`src/rtl/amap_pkg.sv`:
```
package amap_pkg;
    localparam int SWAP_BITS = 13;   // 8 KB swapped window
    localparam int PAGE_BITS = 12;   // 4 KB key granule
    localparam int REF_POS   = 1;
    localparam int CHG_POS   = 0;

    typedef enum logic [1:0] {
        MAP_LOW  = 2'd0,
        MAP_PFX  = 2'd1,
        MAP_PASS = 2'd2
    } map_kind_e;
endpackage

```
`src/rtl/amap_swap.sv`:
```
module amap_swap
    import amap_pkg::*;
#(
    parameter int AW = 32
) (
    input  logic [AW-1:0] raddr,
    input  logic [AW-1:0] prefix,
    output logic [AW-1:0] abs_addr,
    output map_kind_e     kind
);
    localparam int HI_W = AW - SWAP_BITS;

    logic [HI_W-1:0] r_hi;
    logic [HI_W-1:0] p_hi;

    always_comb begin
        r_hi = raddr[AW-1:SWAP_BITS];
        p_hi = prefix[AW-1:SWAP_BITS];
        if (r_hi == '0) begin
            kind     = MAP_LOW;
            abs_addr = raddr + prefix;
        end else if (r_hi == p_hi) begin
            kind     = MAP_PFX;
            abs_addr = raddr - prefix;
        end else begin
            kind     = MAP_PASS;
            abs_addr = raddr;
        end
    end
endmodule

```
`src/rtl/amap_keycalc.sv`:
```
module amap_keycalc
    import amap_pkg::*;
#(
    parameter int AW    = 32,
    parameter int PAGES = 64,
    parameter int KW    = 7
) (
    input  logic                     valid,
    input  logic [AW-1:0]            abs_addr,
    input  logic [AW-1:0]            mem_limit,
    input  logic                     rd,
    input  logic                     wr,
    input  logic [KW-1:0]            old_key,
    output logic [$clog2(PAGES)-1:0] idx,
    output logic                     range_err,
    output logic                     upd_en,
    output logic [KW-1:0]            new_key
);
    localparam int IW  = $clog2(PAGES);
    localparam int TOP = PAGE_BITS + IW;

    logic in_array;

    always_comb begin
        idx       = abs_addr[TOP-1:PAGE_BITS];
        in_array  = (abs_addr[AW-1:TOP] == '0);
        range_err = valid && (abs_addr > mem_limit);
        upd_en    = valid && !range_err && in_array && (rd || wr);
        new_key   = old_key;
        if (rd) new_key[REF_POS] = 1'b1;
        if (wr) new_key[CHG_POS] = 1'b1;
    end
endmodule

```
`src/rtl/amap_keyfile.sv`:
```
module amap_keyfile #(
    parameter int PAGES = 64,
    parameter int KW    = 7
) (
    input  logic                     clk,
    input  logic                     rst_n,
    input  logic [$clog2(PAGES)-1:0] auto_idx,
    output logic [KW-1:0]            auto_rdata,
    input  logic                     auto_we,
    input  logic [KW-1:0]            auto_wdata,
    input  logic [$clog2(PAGES)-1:0] sw_idx,
    output logic [KW-1:0]            sw_rdata,
    input  logic                     sw_we,
    input  logic [KW-1:0]            sw_wdata
);
    localparam int IW = $clog2(PAGES);

    logic [KW-1:0] keys_q [PAGES];
    logic [KW-1:0] keys_d [PAGES];

    assign auto_rdata = keys_q[auto_idx];
    assign sw_rdata   = keys_q[sw_idx];

    always_comb begin
        for (int i = 0; i < PAGES; i++) begin
            keys_d[i] = keys_q[i];
            if (sw_we && sw_idx == IW'(i)) begin
                keys_d[i] = sw_wdata;
            end else if (auto_we && auto_idx == IW'(i)) begin
                keys_d[i] = auto_wdata;
            end
        end
    end

    always_ff @(posedge clk) begin
        for (int i = 0; i < PAGES; i++) begin
            if (!rst_n) keys_q[i] <= '0;
            else        keys_q[i] <= keys_d[i];
        end
    end
endmodule

```
`src/rtl/prefix_abs_mapper.sv`:
```
module prefix_abs_mapper
    import amap_pkg::*;
#(
    parameter int AW    = 32,
    parameter int PAGES = 64,
    parameter int KW    = 7,
    localparam int IW   = $clog2(PAGES)
) (
    input  logic          clk,
    input  logic          rst_n,
    input  logic          req_valid,
    input  logic [AW-1:0] req_addr,
    input  logic          req_rd,
    input  logic          req_wr,
    input  logic [AW-1:0] mem_limit,
    input  logic          pfx_we,
    input  logic [AW-1:0] pfx_wdata,
    output logic [AW-1:0] prefix_o,
    input  logic          key_sw_we,
    input  logic [IW-1:0] key_sw_idx,
    input  logic [KW-1:0] key_sw_wdata,
    output logic [KW-1:0] key_sw_rdata,
    output logic          rsp_valid,
    output logic [AW-1:0] rsp_abs,
    output logic          rsp_range_err,
    output logic          key_upd_valid,
    output logic [IW-1:0] key_upd_idx,
    output logic [KW-1:0] key_upd_data
);
    typedef struct packed {
        logic [AW-1:0] prefix;
        logic          valid;
        logic [AW-1:0] abs_addr;
        logic          err;
        logic          kv;
        logic [IW-1:0] kidx;
        logic [KW-1:0] kdata;
    } state_t;

    state_t st_d, st_q;

    logic [AW-1:0] map_abs;
    map_kind_e     map_kind;
    logic [IW-1:0] calc_idx;
    logic          calc_err;
    logic          calc_upd;
    logic [KW-1:0] calc_key;
    logic [KW-1:0] old_key;
    logic          auto_commit;

    amap_swap #(.AW(AW)) u_swap (
        .raddr    (req_addr),
        .prefix   (st_q.prefix),
        .abs_addr (map_abs),
        .kind     (map_kind)
    );

    amap_keycalc #(.AW(AW), .PAGES(PAGES), .KW(KW)) u_calc (
        .valid     (req_valid),
        .abs_addr  (map_abs),
        .mem_limit (mem_limit),
        .rd        (req_rd),
        .wr        (req_wr),
        .old_key   (old_key),
        .idx       (calc_idx),
        .range_err (calc_err),
        .upd_en    (calc_upd),
        .new_key   (calc_key)
    );

    // Software write to the same page wins over the automatic marking.
    assign auto_commit = calc_upd && !(key_sw_we && key_sw_idx == calc_idx);

    amap_keyfile #(.PAGES(PAGES), .KW(KW)) u_keys (
        .clk        (clk),
        .rst_n      (rst_n),
        .auto_idx   (calc_idx),
        .auto_rdata (old_key),
        .auto_we    (auto_commit),
        .auto_wdata (calc_key),
        .sw_idx     (key_sw_idx),
        .sw_rdata   (key_sw_rdata),
        .sw_we      (key_sw_we),
        .sw_wdata   (key_sw_wdata)
    );

    always_comb begin
        st_d          = st_q;
        st_d.valid    = req_valid;
        st_d.abs_addr = map_abs;
        st_d.err      = calc_err;
        st_d.kv       = auto_commit;
        st_d.kidx     = calc_idx;
        st_d.kdata    = calc_key;
        if (pfx_we) begin
            st_d.prefix = {pfx_wdata[AW-1:SWAP_BITS], {SWAP_BITS{1'b0}}};
        end
    end

    always_ff @(posedge clk) begin
        if (!rst_n) st_q <= '0;
        else        st_q <= st_d;
    end

    assign prefix_o      = st_q.prefix;
    assign rsp_valid     = st_q.valid;
    assign rsp_abs       = st_q.abs_addr;
    assign rsp_range_err = st_q.err;
    assign key_upd_valid = st_q.kv;
    assign key_upd_idx   = st_q.kidx;
    assign key_upd_data  = st_q.kdata;
endmodule

```
`config.mk`:
```
export PLATFORM = sky130hd
export DESIGN_NAME = prefix_abs_mapper
export DESIGN_NICKNAME = d
export VERILOG_FILES = /design/src/rtl/amap_pkg.sv /design/src/rtl/amap_swap.sv /design/src/rtl/amap_keycalc.sv /design/src/rtl/amap_keyfile.sv /design/src/rtl/prefix_abs_mapper.sv
export SDC_FILE = /design/constraint.sdc
export NUM_CORES = 2
export LEC_CHECK = 0
export ABC_AREA = 1
export BUFFER_PORTS_ARGS = -buffer_cell sky130_fd_sc_hd__buf_2
export CAP_MARGIN = 5
export CORE_MARGIN = 2
export CORE_UTILIZATION = 23
export CTS_CLUSTER_DIAMETER = 30
export CTS_CLUSTER_SIZE = 40
export DETAILED_ROUTE_END_ITERATION = 7
export PLACE_DENSITY = 0.49
export SLEW_MARGIN = 5
export SYNTH_ARGS = -nofsm -noshare
export SYNTH_HDL_FRONTEND = slang
export SYNTH_SLANG_ARGS = --single-unit
```
`constraint.sdc`:
```
create_clock -name clk -period 6.2 [get_ports clk]
set_clock_uncertainty 0.1 [all_clocks]
set_input_delay 0.93 -clock clk [delete_from_list [all_inputs] [get_ports clk]]
set_output_delay 0.93 -clock clk [all_outputs]
set_load 0.01 [all_outputs]
```
==> metrics.csv <==
metric;value;unit
hpwl;111000;µm
die-area;166000;µm²
synthCells;5590;
synth_area;37400;µm²
viasPerCell;4.83;
fin_setup_tns;0;ns
whs;0.265;ns
cts_root_buf;clkbuf_16;
dp_slack;0.303;ns
netlist.area_leader.share;0.360;
htree_num_levels;4;
grt_pass1_vias;35600;
first_iter_violations;4301;
arrival;4.47;ns
postCtsSetupBuffers;0;
period_needed;5.50;ns
endpoint_kind;output pin;
fillCellCount;17500;
cts_resized;0;
slew_viol_final;0;
post-route-util;0.281;
core;161000;µm²
yosys-top-cells-area;edfxtp_1 36%, nor2_1 18%, nand2_1 15%, a22oi_1 4.5%, a21oi_1 4.3%;
place.gp.congestion;0.934;
finalHoldViolCount;0;
drc;0;
synth_top_area_cell;edfxtp_1;
drt-total-wl;164000;µm
busiest_layer;met2;
start_util;0.232;
area_growth;20.8;%
die_w;407;µm
numCtsBuffers;153;
ys_seq_area_frac;0.393;
use_met2;0.298;
synth_seq_cells;509;
grt_pass1_wl;238000;µm
finalCritPeriodShare;0.887;
grt_start_max_net_pins;114;
total_power;13.4;mW
status;completed;
ir_worst_vdd;0.000288;V
overflow;0;
clock.fmax;182;MHz
io_pins;203;
use_met3;0.0399;
grt_use_total;0.191;
cap_violations;0;
nets;5835;
dp.cells;7654;
clkLatencyLatePin;0.78;ns
hold_path_class;input pin to register;
fin_area;45100;µm²
setup_ws;0.700;ns
path_class;input pin to output pin;
firstDrtPassIters;6;
p_leak;20.2;nW
dr_total_vias;38300;
rows;147;
slew_headroom;0.176;
p_per_area;296;nW/µm²
cts_tree;built;
ys_types;42;
wl_per_cell;20.7;µm
syn_avg_cell_area;6.69;µm²
clk_pin_slew;0.04;ns
setup_viol;0;
die_h;407;µm
worstMarginPinSlew;1.24;ns
synth_warnings;0;
holdBufCountCts;0;
grt_antenna_before_repair;5;
numClockSinks;509;
clockBufferDepth;3;
io_buffers;176;
cp-start-kind;input pin;
instances_no_fill;7928;
cp_max_fo;46;
ant_nets;0;
rsz0062_at_grt;no;
layout-drive-gt1-share;0.118;
required;5.17;ns
grt.met1_usage;0.255;
placed_area;40200;µm²
[per-layer routing]
metal | vias to the layer above | wire length (µm) | part of all wire
met3 | 329 | 15800 | 0.096
met1 | 17900 | 69600 | 0.42
met2 | 1982 | 72300 | 0.44
met5 | - | 13 | 0.000079
li1 | 18000 | - | -
met4 | 2 | 6500 | 0.040
[state kept, by name, summed over array words and instances, names as in the netlist]
| name | flops |
|---|---|
| rsp_abs | 32 |
| key_upd_valid | 1 |
| prefix_o | 19 |
| key_upd_data | 7 |
| rsp_valid | 1 |
| rsp_range_err | 1 |
| u_keys.keys_q | 448 |
[synth_stat cells]
cell type / count
or2_1: 1
nand3b_1: 3
nor2_8: 1
clkinv_1: 1
nor2_1: 1825
nand3_1: 130
nor2_4: 4
o211ai_1: 1
buf_2: 39
nand4_2: 1
o21bai_1: 4
edfxtp_1: 448
o21ai_0: 36
nor2_2: 13
inv_2: 15
buf_6: 42
nor3_1: 8
o22a_1: 7
inv_1: 309
o221ai_1: 7
a21oi_1: 318
and2_1: 1
o21a_1: 3
nand2_1: 1522
and3_1: 1
nand4_1: 17
fa_1: 2
nor4_1: 29
xnor2_1: 1
ha_1: 68
nand2_4: 5
nand3_2: 68
a21o_1: 1
nand2_2: 72
clkbuf_1: 227
o21ai_1: 5
buf_4: 54
a31oi_1: 1
buf_1: 13
dfxtp_1: 61
conb_1: 1
a22oi_1: 225
[path summary, 6_finish.rpt]
check / from / end / slack (ns) / cells past startpoint
setup / recovery: key_sw_idx[1] / key_sw_rdata[6] / 0.70 / 10
hold / removal: req_addr[3] / rsp_abs[3]$_SDFF_PN0_ / 0.27 / 3
setup reg to reg: prefix_o[15]$_SDFFE_PN0P_ / u_keys.keys_q[50][1]$_SDFFCE_PN0P_ / 0.91 / 31
hold reg to reg: prefix_o[22]$_SDFFE_PN0P_ / prefix_o[22]$_SDFFE_PN0P_ / 0.40 / 2
[report_power, final]
part | internal [mW] | switching, mW
clock network | 5.03 | 2.46
logic | 0.518 | 1.41
registers | 3.87 | 0.0906
total | 9.42 | 3.96
[cell usage in the layout (no fill, tap or decap), drive strengths merged, types with 4 or more instances in the layout]
cell      count
nor3          8
clkinvlp      6
nor2       1843
edfxtp      448
clkinv       65
o221ai        7
conb         13
a22oi       225
ha           68
o22a          7
o21ai        41
clkbuf      183
bufinv       11
inv         332
buf         267
nand4        18
o21bai        4
dfxtp        61
nand3       198
a21oi       318
nor4         29
nand2      1599
[cell type report]
| cell class | instances | area, µm² | share of cell area |
|---|---|---|---|
| Antenna cell | 2 | 5.00 | 0.000111 |
| Clock buffer | 183 | 3990 | 0.0884 |
| Clock inverter | 89 | 971 | 0.0215 |
| Inverter | 325 | 1230 | 0.0272 |
| Multi-Input combinational cell | 4393 | 19600 | 0.435 |
| Sequential cell | 509 | 14700 | 0.325 |
| Tap cell | 2160 | 2700 | 0.0599 |
| Timing Repair Buffer | 267 | 1940 | 0.0430 |
[logic make-up (layout without fill, tap and decap cells)]
family | count (synthesis) | in the layout | synth area share
flip-flops | 509 | 509 | 0.393
other | 1 | 15 | 0.000100
buffers and inverters | 700 | 864 | 0.0854
AND/OR/NAND/NOR | 3701 | 3701 | 0.399
AO/OA/AOI/OAI | 608 | 608 | 0.0985
XOR/XNOR | 1 | 1 | 0.000234
adder cells (fa/ha/maj) | 70 | 70 | 0.0238
[worst max-delay path, cell delays in order]
cell	delay (ns)
buf_2	0.17
nand2_1	0.33
inv_4	0.37
buf_12	0.30
a22oi_1	0.20
a21oi_1	0.16
nor4_1	1.03
o22a_1	0.25
o221ai_1	0.37
buf_2	0.30
Power figures use the tool's default switching activity.
